File: config.mk
export PLATFORM = sky130hd
export DESIGN_NAME = jdec_seg_driver
export DESIGN_NICKNAME = d
export VERILOG_FILES = /design/src/rtl/jdec_pkg.sv /design/src/rtl/jdec_edge.sv /design/src/rtl/jdec_ring.sv /design/src/rtl/jdec_decode.sv /design/src/rtl/jdec_seg_driver.sv
export SDC_FILE = /design/constraint.sdc
export NUM_CORES = 1
export LEC_CHECK = 0
export ABC_AREA = 0
export BUFFER_PORTS_ARGS = -buffer_cell sky130_fd_sc_hd__buf_2
export CORE_AREA = 2 2 39 41
export CTS_CLUSTER_SIZE = 40
export DETAILED_ROUTE_END_ITERATION = 6
export DIE_AREA = 0 0 41 43
export PLACE_DENSITY_LB_ADDON = 0.2
export SLEW_MARGIN = 0
export SYNTH_ARGS = -nofsm -noshare
export SYNTH_HDL_FRONTEND = slang
export SYNTH_SLANG_ARGS = --single-unit
File: constraint.sdc
create_clock -name clk -period 2.2 [get_ports clk]
set_input_delay 0.44 -clock clk [delete_from_list [all_inputs] [get_ports clk]]
set_output_delay 0.44 -clock clk [all_outputs]
set_load 0.01 [all_outputs]
File: src/rtl/jdec_pkg.sv
package jdec_pkg;
  localparam int RING_W     = 5;
  localparam int NUM_COUNTS = 2 * RING_W;
  localparam int SEG_W      = 7;
  // bit positions of each segment in the segment bus
  localparam int SEG_A = 6;
  localparam int SEG_B = 5;
  localparam int SEG_C = 4;
  localparam int SEG_D = 3;
  localparam int SEG_E = 2;
  localparam int SEG_F = 1;
  localparam int SEG_G = 0;

  typedef logic [RING_W-1:0]     ring_t;
  typedef logic [SEG_W-1:0]      seg_t;
  typedef logic [NUM_COUNTS-1:0] terms_t;  // slot 8 is never driven high
endpackage

File: src/rtl/jdec_edge.sv
module jdec_edge #(
  parameter int SYNC_STAGES = 2
) (
  input  logic clk,
  input  logic clear,
  input  logic raw_in,
  input  logic hold,
  output logic step
);
  logic [SYNC_STAGES-1:0] sync_q;
  logic                   prev_q;
  logic                   synced;

  assign synced = sync_q[SYNC_STAGES-1];

  always_ff @(posedge clk) begin
    if (clear) begin
      sync_q <= '0;
      prev_q <= 1'b0;
    end else begin
      sync_q <= {sync_q[SYNC_STAGES-2:0], raw_in};
      prev_q <= synced;
    end
  end

  assign step = synced & ~prev_q & ~hold;
endmodule

File: src/rtl/jdec_ring.sv
module jdec_ring
  import jdec_pkg::*;
(
  input  logic  clk,
  input  logic  clear,
  input  logic  step,
  output ring_t state
);
  ring_t                 state_q;
  ring_t                 shifted;
  logic  [RING_W-2:0]    edges;
  logic                  legal;

  // one-bit left shift with the inverted top bit fed back
  assign shifted[0] = ~state_q[RING_W-1];
  generate
    for (genvar i = 1; i < RING_W; i++) begin : g_shift
      assign shifted[i] = state_q[i-1];
    end
    for (genvar i = 0; i < RING_W - 1; i++) begin : g_edge
      assign edges[i] = state_q[i] ^ state_q[i+1];
    end
  endgenerate

  assign legal = ($countones(edges) <= 1);

  always_ff @(posedge clk) begin
    if (clear)       state_q <= '0;
    else if (!legal) state_q <= '0;
    else if (step)   state_q <= shifted;
  end

  assign state = state_q;
endmodule

File: src/rtl/jdec_decode.sv
module jdec_decode
  import jdec_pkg::*;
(
  input  ring_t  state,
  input  logic   disp_on,
  output terms_t terms,
  output seg_t   seg,
  output logic   seg_c_raw
);
  seg_t lit;

  // adjacent-bit decode of the ring: nine terms, count 8 left out
  always_comb begin
    terms    = '0;
    terms[0] = ~state[RING_W-1] & ~state[0];
    terms[RING_W] = state[RING_W-1] & state[0];
    for (int k = 1; k < RING_W; k++)
      terms[k] = state[k-1] & ~state[k];
    for (int k = RING_W + 1; k < NUM_COUNTS; k++)
      if (k != 8)
        terms[k] = ~state[k-RING_W-1] & state[k-RING_W];
  end

  // each segment is lit unless a count that darkens it is active
  always_comb begin
    lit        = '1;
    lit[SEG_A] = ~(terms[1] | terms[4]);
    lit[SEG_B] = ~(terms[5] | terms[6]);
    lit[SEG_C] = ~terms[2];
    lit[SEG_D] = ~(terms[1] | terms[4] | terms[7]);
    lit[SEG_E] = ~(terms[1] | terms[3] | terms[4] | terms[5] | terms[7] | terms[9]);
    lit[SEG_F] = ~(terms[1] | terms[2] | terms[3] | terms[7]);
    lit[SEG_G] = ~(terms[0] | terms[1] | terms[7]);
  end

  assign seg       = disp_on ? lit : '0;
  assign seg_c_raw = lit[SEG_C];
endmodule

File: src/rtl/jdec_seg_driver.sv
module jdec_seg_driver
  import jdec_pkg::*;
#(
  parameter int SYNC_STAGES = 2
) (
  input  logic       clk,
  input  logic       clear,
  input  logic       count_clk,
  input  logic       count_hold,
  input  logic       disp_on,
  output logic [6:0] seg,
  output logic       carry_out,
  output logic       seg_c_raw
);
  logic   step;
  ring_t  state;
  terms_t terms;

  jdec_edge #(.SYNC_STAGES(SYNC_STAGES)) u_edge (
    .clk    (clk),
    .clear  (clear),
    .raw_in (count_clk),
    .hold   (count_hold),
    .step   (step)
  );

  jdec_ring u_ring (
    .clk   (clk),
    .clear (clear),
    .step  (step),
    .state (state)
  );

  jdec_decode u_dec (
    .state     (state),
    .disp_on   (disp_on),
    .terms     (terms),
    .seg       (seg),
    .seg_c_raw (seg_c_raw)
  );

  assign carry_out = ~state[RING_W-1];
endmodule

==> summary.txt, run 1 <==
Outcome
  – Status: finished, final reports clean

Floorplan
  – DIE HEIGHT: 43 µm
  – Core ar.: 1380 µm²
  – Die ar.: 1760 µm²
  – Starting Density: 39.7%
  – # IOs: 14
  – Horiz. Die Dim: 41 µm
  – Rows: 14

Worst setup path
  – Worst Setup SP: u_ring.state[1]$_SDFFE_PP0P_
  – Critical path required time: 2.39 ns
  – Crit-path cells: inv_2, ha_1, inv_1, ha_1, ha_1, inv_1, fa_2, nand4b_1, mux2i_1
  – R2R setup slack: 0.13 ns
  – Cells on worst reg2reg path: 9
  – Startpoint Class: flop
  – Crit-path max FO: 6
  – FF-to-FF End: u_ring.state[1]$_SDFFE_PP0P_
  – CP max stage delay: 0.59 ns
  – CP endpoint kind: flop
  – Critical Path AT: 2.26 ns
  – Critical register-to-register path startpoint: u_ring.state[1]$_SDFFE_PP0P_
  – Most frequent CP cell: ha_1
  – Crit Path Category: flop to flop
  – Slowest cell on crit path: fa_2

Clock network
  – Number of buffers created by CTS: 3
  – H-tree lvl count: 1
  – CTS Hold Buffers Added: 0
  – Worst-skew pair later-pin latency: 0.26 ns
  – Worst-path clk slew: 0.05 ns
  – CTS Buffer Depth: 2
  – Root Buffer: clkbuf_4
  – CTS tree: built
  – Num Clock Sinks: 8
  – Postcts setup bufs: 0

Worst hold path
  – Hold Crit Endpoint: u_edge.sync_q[0]$_SDFF_PP0_
  – HP Start: count_clk
  – Hold path depth: 2
  – Hold WC Path Type: input pin to flop

Synth
  – Commonest cells in the netlist: inv_1 (9), dfxtp_1 (8), ha_1 (8), mux2i_1 (6), nand4b_1 (5)
  – Synth top area share: 29.2%
  – Cell count after synthesis: 53
  – Most numerous cell in the Yosys netlist: inv_1
  – Mapped Area: 549 µm²
  – Main synth FF type: dfxtp_1
  – Post-synth net total: 67
  – Asr flop ratio synth: 0%
  – Synth area leaders: dfxtp_1 (29%), ha_1 (18%), mux2i_1 (11%)
  – Synth cell types: 19
  – Seq/Total Area, Yosys: 29.2%
  – Syn_area_per_cell: 10.4 µm²
  – YS warnings: 0
  – Post-synth top area cell: dfxtp_1
  – Post-synth EDFFs: 0
  – #FFs+latches synth: 8

Timing
  – Fin crit period: 2.07 ns
  – Setup violations, final: 0
  – RSZ-0062 raised after global routing: yes
  – Slew @ Worst Pin: 0.370 ns
  – Pins Over Slew Limit: 0
  – Fmax achieved: 0.483 GHz
  – Worst slew margin: 75.3%
  – Setup Skew: 0.000706 ns
  – Setup TNS: 0 ns
  – Tcrit/Tclk final: 94.1%
  – Final hold vios: 0

Detailed routing
  – Vias/cell: 5.02
  – DRT antenna net count: 0
  – WL final: 1010 µm
  – DRC Markers: 0
  – Iteration-0 DRC Markers: 5
  – Vias: 447
  – Drt wl/cell: 11.3 µm
  – DRT Pass-1 Iters: 3

Placed design
  – IO buf count: 13
  – Placed Area: 664 µm²
  – Dpl hpwl: 826 µm
  – Final GP Congestion: 0.668

Global route
  – Grt ovf: 0
  – Largest net degree at the start of global routing: 10
  – Initial antenna violation count: 0
  – Vias in the first global route: 366
  – First-pass GRT wire length: 1480 µm
  – Global-route usage over all layers: 13.1%

Final layout
  – Post-route cell area: 697 µm²
  – # diodes: 0
  – Layout cells sized above 1: 37.0%
  – Final #Nets: 89
  – Layout area overhead: 26.9%

Pwr
  – Total power per unit cell area: 426 nW/µm²
  – Leakage: 0.000313 µW
  – Worst vdd rail ir drop: 279 µV

Flow run
  – Max-cap violations: 0
[kinds of logic after synthesis]
group / share of synthesized area, %
AND/OR/NAND/NOR: 28.5
adder cells (fa/ha/maj): 21.9
multiplexers: 10.9
buffers and inverters: 6.15
flip-flops: 29.2
XOR/XNOR: 1.59
AO/OA/AOI/OAI: 1.82
[flip-flops by register name, summed over array words and instances, names as in the netlist]
register,flops
u_edge.prev_q,1
u_ring.state,5
u_edge.sync_q,2
[stage by stage]
step / instances / setup WS, ns / power [µW] / hold WS, ns / utilization [%]
2_1_floorplan: 53 / 0.196 / 172 / 0.414 / -
3_3_place_gp: 86 / 0.130 / 186 / 0.419 / 48.0
3_5_place_dp: 86 / 0.109 / 186 / 0.430 / 48.0
4_1_cts: 89 / 0.0897 / 298 / 0.393 / 49.6
5_1_grt: 89 / -0.0155 / 310 / 0.398 / 50.4
6_report: 89 / 0.130 / 297 / 0.390 / 50.4
[layout by cell type, fill, tap and decap left out]
cell type,netlist,layout
buf_2,0,13
nor4b_2,0,1
or2_2,1,1
nand4bb_1,1,1
nor3b_4,1,1
nor3_1,1,1
buf_4,0,4
o211a_1,1,1
inv_1,9,8
dfxtp_1,8,7
nor3b_1,1,1
fa_2,0,1
and2b_1,1,1
mux2i_1,6,6
nor2b_1,4,4
ha_1,8,8
nand4b_1,5,5
nor3b_2,1,1
inv_2,0,1
xor2_1,1,1
nand2_1,1,1
and3_1,1,1
clkbuf_4,0,3
dfxtp_2,0,1
[how the worst max path moves through the flow]
stage	end	slack [ns]	cells after the start
3_5_place_dp	u_ring.state[3]$_SDFFE_PP0P_	0.11	9
4_1_cts	u_ring.state[0]$_SDFFE_PP0P_	0.09	9
3_3_place_gp	u_ring.state[3]$_SDFFE_PP0P_	0.13	9
6_report	u_ring.state[1]$_SDFFE_PP0P_	0.13	9
5_1_grt	u_ring.state[0]$_SDFFE_PP0P_	-0.02	9
2_1_floorplan	u_ring.state[3]$_SDFFE_PP0P_	0.20	9
[metal layers]
metal,wire length [µm],up-vias,share of wire (%),GRT usage [%]
met4,34,0,3.4,10.0
met2,458,16,45,18.8
li1,-,223,-,-
met5,0,-,0,0
met1,440,204,44,15.0
met3,75,4,7.4,4.71
[worst max-delay path, delay by kind of cell (launching register included)]
family	cells	cell delay (ns)
buffers and inverters	3	0.13
adders and majority gates	4	1.24
muxes	1	0.14
DFF	1	0.33
and+or+nand+nor	1	0.14
[area by class of cell]
class                           count  area (µm²)
Fill cell                         138         687
Multi-Input combinational cell     36         364
Sequential cell                     8         161
Timing Repair Buffer               17        95.1
Inverter                            9        33.8
Clock buffer                        3        22.5
Tap cell                           16        20.0
[power breakdown]
group / leakage [µW] / internal (µW) / switching [µW]
logic: 0.000233 / 18.9 / 15.4
registers: 0.0000655 / 148 / 1.26
clock network: 0.0000138 / 62.4 / 50.5
total: 0.000313 / 229 / 67.2
[what timing repair did]
action | CTS | global route
gates resized for setup | 0 | 4
setup endpoints to repair | 0 | 4
hold endpoints to repair | 0 | 0
No activity file was read; power rests on OpenSTA's default activity.
==> run 2: changes to the inputs <==
- MAX_ROUTING_LAYER: unset -> met4
==> run 2 against run 1 <==
Compared with the run above:
- die area stayed put
- cell area is the same
- register-to-register slack is essentially flat
- final cell count unchanged
- setup slack worse by 0.0078 ns
- via count rose by 1.3%
- sequential share of layout area unchanged
- wire length up 1.3%
- global-route usage increased by 0.43 points
- total power shrank 0.92%
- maximum frequency down 0.37%
- largest power group unchanged
- highest routed layer unchanged
==> summary.txt, run 2 (same netlist as run 1, synthesis figures left out) <==
Floorplan
  – Horiz. Die Dim: 41 µm (unchanged)
  – Core ar.: 1380 µm² (unchanged)
  – Die ar.: 1760 µm² (unchanged)
  – DIE HEIGHT: 43 µm (unchanged)
  – Rows: 14 (unchanged)
  – # IOs: 14 (unchanged)
  – Starting Density: 39.7% (unchanged)

Placed design
  – Post-Place Cells: 86 (unchanged)
  – Placed Area: 664 µm² (unchanged)
  – IO buf count: 13 (unchanged)
  – Final GP Congestion: 0.674 (+0.96%)
  – Dpl hpwl: 826 µm (unchanged)

Global route
  – Vias in the first global route: 361 (-1.4%)
  – Largest net degree at the start of global routing: 10 (unchanged)
  – Grt ovf: 0 (unchanged)
  – First-pass GRT wire length: 1500 µm (+0.94%)
  – Initial antenna violation count: 0 (unchanged)
  – Global-route usage over all layers: 13.5% (+0.43 points)

Clock network
  – Worst-skew pair later-pin latency: 0.25 ns (about the same)
  – CTS tree: built
  – Root Buffer: clkbuf_4
  – H-tree lvl count: 1 (unchanged)
  – Num Clock Sinks: 8 (unchanged)
  – CTS Buffer Depth: 2 (unchanged)
  – Number of buffers created by CTS: 3 (unchanged)
  – Worst-path clk slew: 0.05 ns (about the same)

Pwr
  – Worst vdd rail ir drop: 280 µV (about the same)
  – Leakage: 0.000313 µW (unchanged)
  – Total power per unit cell area: 422 nW/µm² (-0.92%)

Timing
  – Fin crit period: 2.08 ns (+0.00779 ns)
  – Setup violations, final: 0 (unchanged)
  – Setup Skew: 0.000270 ns (-0.000437 ns)
  – Fmax achieved: 0.481 GHz (-0.37%)
  – RSZ-0062 raised after global routing: yes
  – Slew @ Worst Pin: 0.378 ns (+0.00758 ns)
  – Worst hold slack: 0.396 ns (+0.00681 ns)
  – Worst slew margin: 74.8% (-0.51 points)
  – Tcrit/Tclk final: 94.5% (+0.35 points)
  – Setup TNS: 0 ns (unchanged)
  – Pins Over Slew Limit: 0 (unchanged)
  – Final hold vios: 0 (unchanged)

Worst setup path
  – Slowest cell on crit path: fa_2
  – Crit-path cells: inv_2, ha_1, inv_1, ha_1, ha_1, inv_1, fa_2, nand4b_1, mux2i_1
  – CP endpoint kind: flop
  – Critical Path AT: 2.26 ns (about the same)
  – Most frequent CP cell: ha_1
  – Critical path's top delay family: adder cells
  – Critical path required time: 2.38 ns (about the same)
  – Crit-path max FO: 6 (unchanged)
  – Critical path buffer and inverter count: 3 (unchanged)
  – CP max stage delay: 0.59 ns (about the same)
  – Startpoint Class: flop
  – Crit Path Category: flop to flop

Final layout
  – # diodes: 0 (unchanged)
  – Layout area overhead: 26.9% (unchanged)
  – Layout cells sized above 1: 37.0% (unchanged)
  – Commonest non-fill, non-tap cell in the layout: buf_2
  – Post-route cell area: 697 µm² (unchanged)
  – Finished Layout Cells: 89 (unchanged)
  – Commonest non-fill, non-tap cells in the layout: buf_2 (13), inv_1 (8), ha_1 (8)
  – Final #Nets: 89 (unchanged)
  – Largest register FFs: 5 (unchanged)

Detailed routing
  – Vias: 453 (+1.3%)
  – DRT Pass-1 Iters: 4 (+1)
  – Vias/cell: 5.09 (+1.3%)
  – DRC Markers: 0 (unchanged)
  – WL final: 1020 µm (+1.3%)
  – DRT antenna net count: 0 (unchanged)
  – Iteration-0 DRC Markers: 7 (+2)
  – Drt wl/cell: 11.5 µm (+1.3%)

Outcome
  – Status: finished, final reports clean

Flow run
  – Max-cap violations: 0 (unchanged)

Worst hold path
  – Hold WC Path Type: input pin to flop
[run 2: cell type report]
class                      count  area (µm²)
fill                         138         687
tap                           16        20.0
inverter                       9        33.8
timing repair buffer          17        95.1
multi-input combinational     36         364
clock buffer                   3        22.5
sequential                     8         161
[run 2: report_power, final]
| part | total, µW | leakage (µW) | internal (µW) | switching (µW) |
|---|---|---|---|---|
| logic | 34.3 | 0.000233 | 18.9 | 15.5 |
| registers | 149 | 0.0000655 | 148 | 1.27 |
| clock network | 110 | 0.0000138 | 62.3 | 47.9 |
| total | 294 | 0.000313 | 229 | 64.7 |
[run 2: metrics by stage]
| stage | total power [µW] | utilization [%] | setup slack, ns |
|---|---|---|---|
| 6_report | 294 | 50.4 | 0.122 |
| 5_1_grt | 310 | 50.4 | -0.0155 |
| 4_1_cts | 298 | 49.6 | 0.0897 |
| 3_5_place_dp | 186 | 48.0 | 0.109 |
| 3_3_place_gp | 186 | 48.0 | 0.130 |
| 2_1_floorplan | 172 | - | 0.196 |
[run 2: path summary, 6_finish.rpt]
path	depth (start not counted)	slack, ns	end	startpoint
worst max register to register	9	0.12	u_ring.state[1]$_SDFFE_PP0P_	u_ring.state[1]$_SDFFE_PP0P_
worst min-delay path	2	0.40	u_edge.sync_q[0]$_SDFF_PP0_	count_clk
worst min register to register	1	0.44	u_edge.sync_q[1]$_SDFF_PP0_	u_edge.sync_q[0]$_SDFF_PP0_
worst max-delay path	9	0.12	u_ring.state[1]$_SDFFE_PP0P_	u_ring.state[1]$_SDFFE_PP0P_
[run 2: metal layers]
metal	GRT usage, %	up-vias	share of wire (%)
met5	-	-	0
met4	10.0	0	1.2
met1	15.4	210	45
met2	18.8	17	46
li1	-	224	-
met3	4.71	2	6.9
[run 2: worst register-to-register path: stages (launching register included)]
cell,delay [ns]
dfxtp_2,0.33
inv_2,0.04
ha_1,0.26
inv_1,0.04
ha_1,0.27
ha_1,0.13
inv_1,0.05
fa_2,0.59
nand4b_1,0.15
mux2i_1,0.15
[run 2: repair_timing]
| action | 4_1_cts | 5_1_grt |
|---|---|---|
| hold endpoints to repair | 0 | 0 |
| setup endpoints to repair | 0 | 4 |
| hold buffers | 0 | 0 |
| setup buffers | 0 | 0 |
| gates resized for setup | 0 | 4 |
==> run 3: changes to the inputs <==
- CTS_BUF_LIST: unset -> sky130_fd_sc_hd__clkbuf_8
- HOLD_SLACK_MARGIN: unset -> 0.02
==> run 3 against run 2 <==
Compared with the run above:
- via count stayed put
- critical path type unchanged
- die area stayed put
- cell area is 7.0% higher
- maximum frequency is 1.7% lower
- clock skew is 0.00075 ns higher
- core utilization is 3.5 points higher
- clock-buffer cell count stayed put
- wire length is 6.7% higher
- final cell count stayed put
- first-iteration DRC count is 86% lower
- sequential cell count stayed put
==> summary.txt, run 3 (same netlist as run 1, synthesis figures left out) <==
Timing
  – Slew @ Worst Pin: 0.378 ns (+0.000530 ns)
  – Setup Skew: 0.00102 ns (+0.000748 ns)
  – RSZ-0062 raised after global routing: yes
  – Setup violations, final: 0 (unchanged)
  – Fin crit period: 2.11 ns (+0.0358 ns)
  – Fmax achieved: 0.473 GHz (-1.7%)
  – Tcrit/Tclk final: 96.1% (+1.6 points)
  – Worst hold slack: 0.420 ns (+0.0231 ns)
  – Pins Over Slew Limit: 0 (unchanged)
  – Worst slew margin: 74.8% (about the same)
  – Final hold vios: 0 (unchanged)

Clock network
  – CTS Buffer Depth: 2 (unchanged)
  – Worst-path clk slew: 0.04 ns (about the same)
  – Number of buffers created by CTS: 3 (unchanged)
  – Postcts setup bufs: 0 (unchanged)
  – CTS tree: built
  – H-tree lvl count: 1 (unchanged)
  – Num Clock Sinks: 8 (unchanged)
  – CTS Hold Buffers Added: 0 (unchanged)
  – Root Buffer: clkbuf_8
  – Worst-skew pair later-pin latency: 0.23 ns (-0.02 ns)

Final layout
  – Core Util, Final: 53.9% (+3.5 points)
  – Fillers: 135 (-2.2%)
  – Commonest non-fill, non-tap cells in the layout: buf_2 (13), inv_1 (8), dfxtp_1 (7)
  – Layout cells sized above 1: 41.1% (+4.1 points)
  – Layout area overhead: 35.8%
  – Post-route cell area: 746 µm² (+7.0%)
  – Register area: 161 µm² (unchanged)
  – Multi-input logic area: 392 µm² (+7.6%)
  – Largest register FFs: 5 (unchanged)
  – # diodes: 0 (unchanged)
  – Final #Nets: 89 (unchanged)
  – Commonest non-fill, non-tap cell in the layout: buf_2

Placed design
  – Placed Area: 664 µm² (unchanged)
  – IO buf count: 13 (unchanged)
  – Dpl hpwl: 826 µm (unchanged)
  – Final GP Congestion: 0.674 (unchanged)

Pwr
  – Tot Pwr: 361 µW (+23%)
  – Worst vdd rail ir drop: 365 µV (+30%)
  – Total power per unit cell area: 484 nW/µm² (+15%)
  – Leakage: 0.000320 µW (+2.4%)

Worst setup path
  – Critical Path AT: 2.27 ns (about the same)
  – Critical path required time: 2.35 ns (-0.03 ns)
  – CP max stage delay: 0.59 ns (about the same)
  – Crit-path max FO: 6 (unchanged)
  – Slowest cell on crit path: fa_2
  – CP endpoint kind: flop
  – Most frequent CP cell: inv_1
  – Crit Path Category: flop to flop
  – Crit-path cells: inv_4, ha_4, inv_1, ha_1, ha_2, inv_1, fa_2, nand4b_1, mux2i_1
  – Startpoint Class: flop

Detailed routing
  – Drt wl/cell: 12.2 µm (+6.7%)
  – Vias/cell: 5.09 (unchanged)
  – DRT antenna net count: 0 (unchanged)
  – WL final: 1090 µm (+6.7%)
  – DRC Markers: 0 (unchanged)
  – Vias: 453 (unchanged)
  – Iteration-0 DRC Markers: 1 (-6)
  – DRT Pass-1 Iters: 3 (-1)

Global route
  – First-pass GRT wire length: 1520 µm (+1.4%)
  – Grt ovf: 0 (unchanged)
  – Largest net degree at the start of global routing: 10 (unchanged)
  – Vias in the first global route: 380 (+5.3%)
  – Global-route usage over all layers: 13.5% (unchanged)
  – Initial antenna violation count: 0 (unchanged)

Flow run
  – Max-cap violations: 0 (unchanged)

Floorplan
  – DIE HEIGHT: 43 µm (unchanged)
  – # IOs: 14 (unchanged)
  – Horiz. Die Dim: 41 µm (unchanged)
  – Core ar.: 1380 µm² (unchanged)
  – Starting Density: 39.7% (unchanged)
  – Die ar.: 1760 µm² (unchanged)
  – Rows: 14 (unchanged)

Worst hold path
  – Hold WC Path Type: input pin to flop

Outcome
  – Status: finished, final reports clean
-- run 3: changes by cell type in the layout (fill, tap and decap cells not counted) --
cell / previous run / this run
inv_2: 1 / 0
ha_2: 0 / 1
inv_4: 0 / 1
clkbuf_8: 0 / 3
ha_1: 8 / 5
ha_4: 0 / 2
clkbuf_4: 3 / 0
-- run 3: layout make-up --
class / count / share of cell area, %
Clock buffer: 3 / 5.54
Timing Repair Buffer: 17 / 12.8
Inverter: 9 / 4.87
Multi-Input combinational cell: 36 / 52.5
Sequential cell: 8 / 21.6
Tap cell: 16 / 2.68
-- run 3: stage by stage --
step | TNS (ns) | cells | worst slack (ns)
after global placement | 0 | 86 | 0.130
after CTS | 0 | 89 | 0.0924
after global routing | -0.0620 | 89 | -0.0402
after detailed placement | 0 | 86 | 0.109
final | 0 | 89 | 0.0863
after floorplan | 0 | 53 | 0.196
-- run 3: critical path: cells and delay by family, from the launching register on --
family        cells  cell delay, ns
simple gates      1            0.15
buf+inv           3            0.13
flops             1            0.34
fa+ha+maj         4            1.27
mux               1            0.15
-- run 3: worst paths after layout --
| path | startpoint | endpoint | slack [ns] | cells after the start |
|---|---|---|---|---|
| max | u_ring.state[1]$_SDFFE_PP0P_ | u_ring.state[1]$_SDFFE_PP0P_ | 0.09 | 9 |
| min | count_clk | u_edge.sync_q[0]$_SDFF_PP0_ | 0.42 | 2 |
| max reg2reg | u_ring.state[1]$_SDFFE_PP0P_ | u_ring.state[1]$_SDFFE_PP0P_ | 0.09 | 9 |
| min reg2reg | u_edge.sync_q[0]$_SDFF_PP0_ | u_edge.sync_q[1]$_SDFF_PP0_ | 0.43 | 1 |
-- run 3: timing repair --
action	4_1_cts	5_1_grt
hold endpoints to repair	0	0
endpoints found under the setup margin	0	4
gates resized for setup	0	8
-- run 3: routing by layer --
layer  part of all wire, %  vias up  global-route usage (%)
met4                   1.9        0                    8.00
met2                    50       16                    20.3
met3                   5.9        3                    4.71
met5                     0        -                       -
li1                      -      223                       -
met1                    42      211                    14.7
-- run 3: power breakdown --
part	switching, µW	internal, µW
Sequential	1.64	149
Combinational	15.7	19.6
Clock	57.1	118
Total	74.4	287
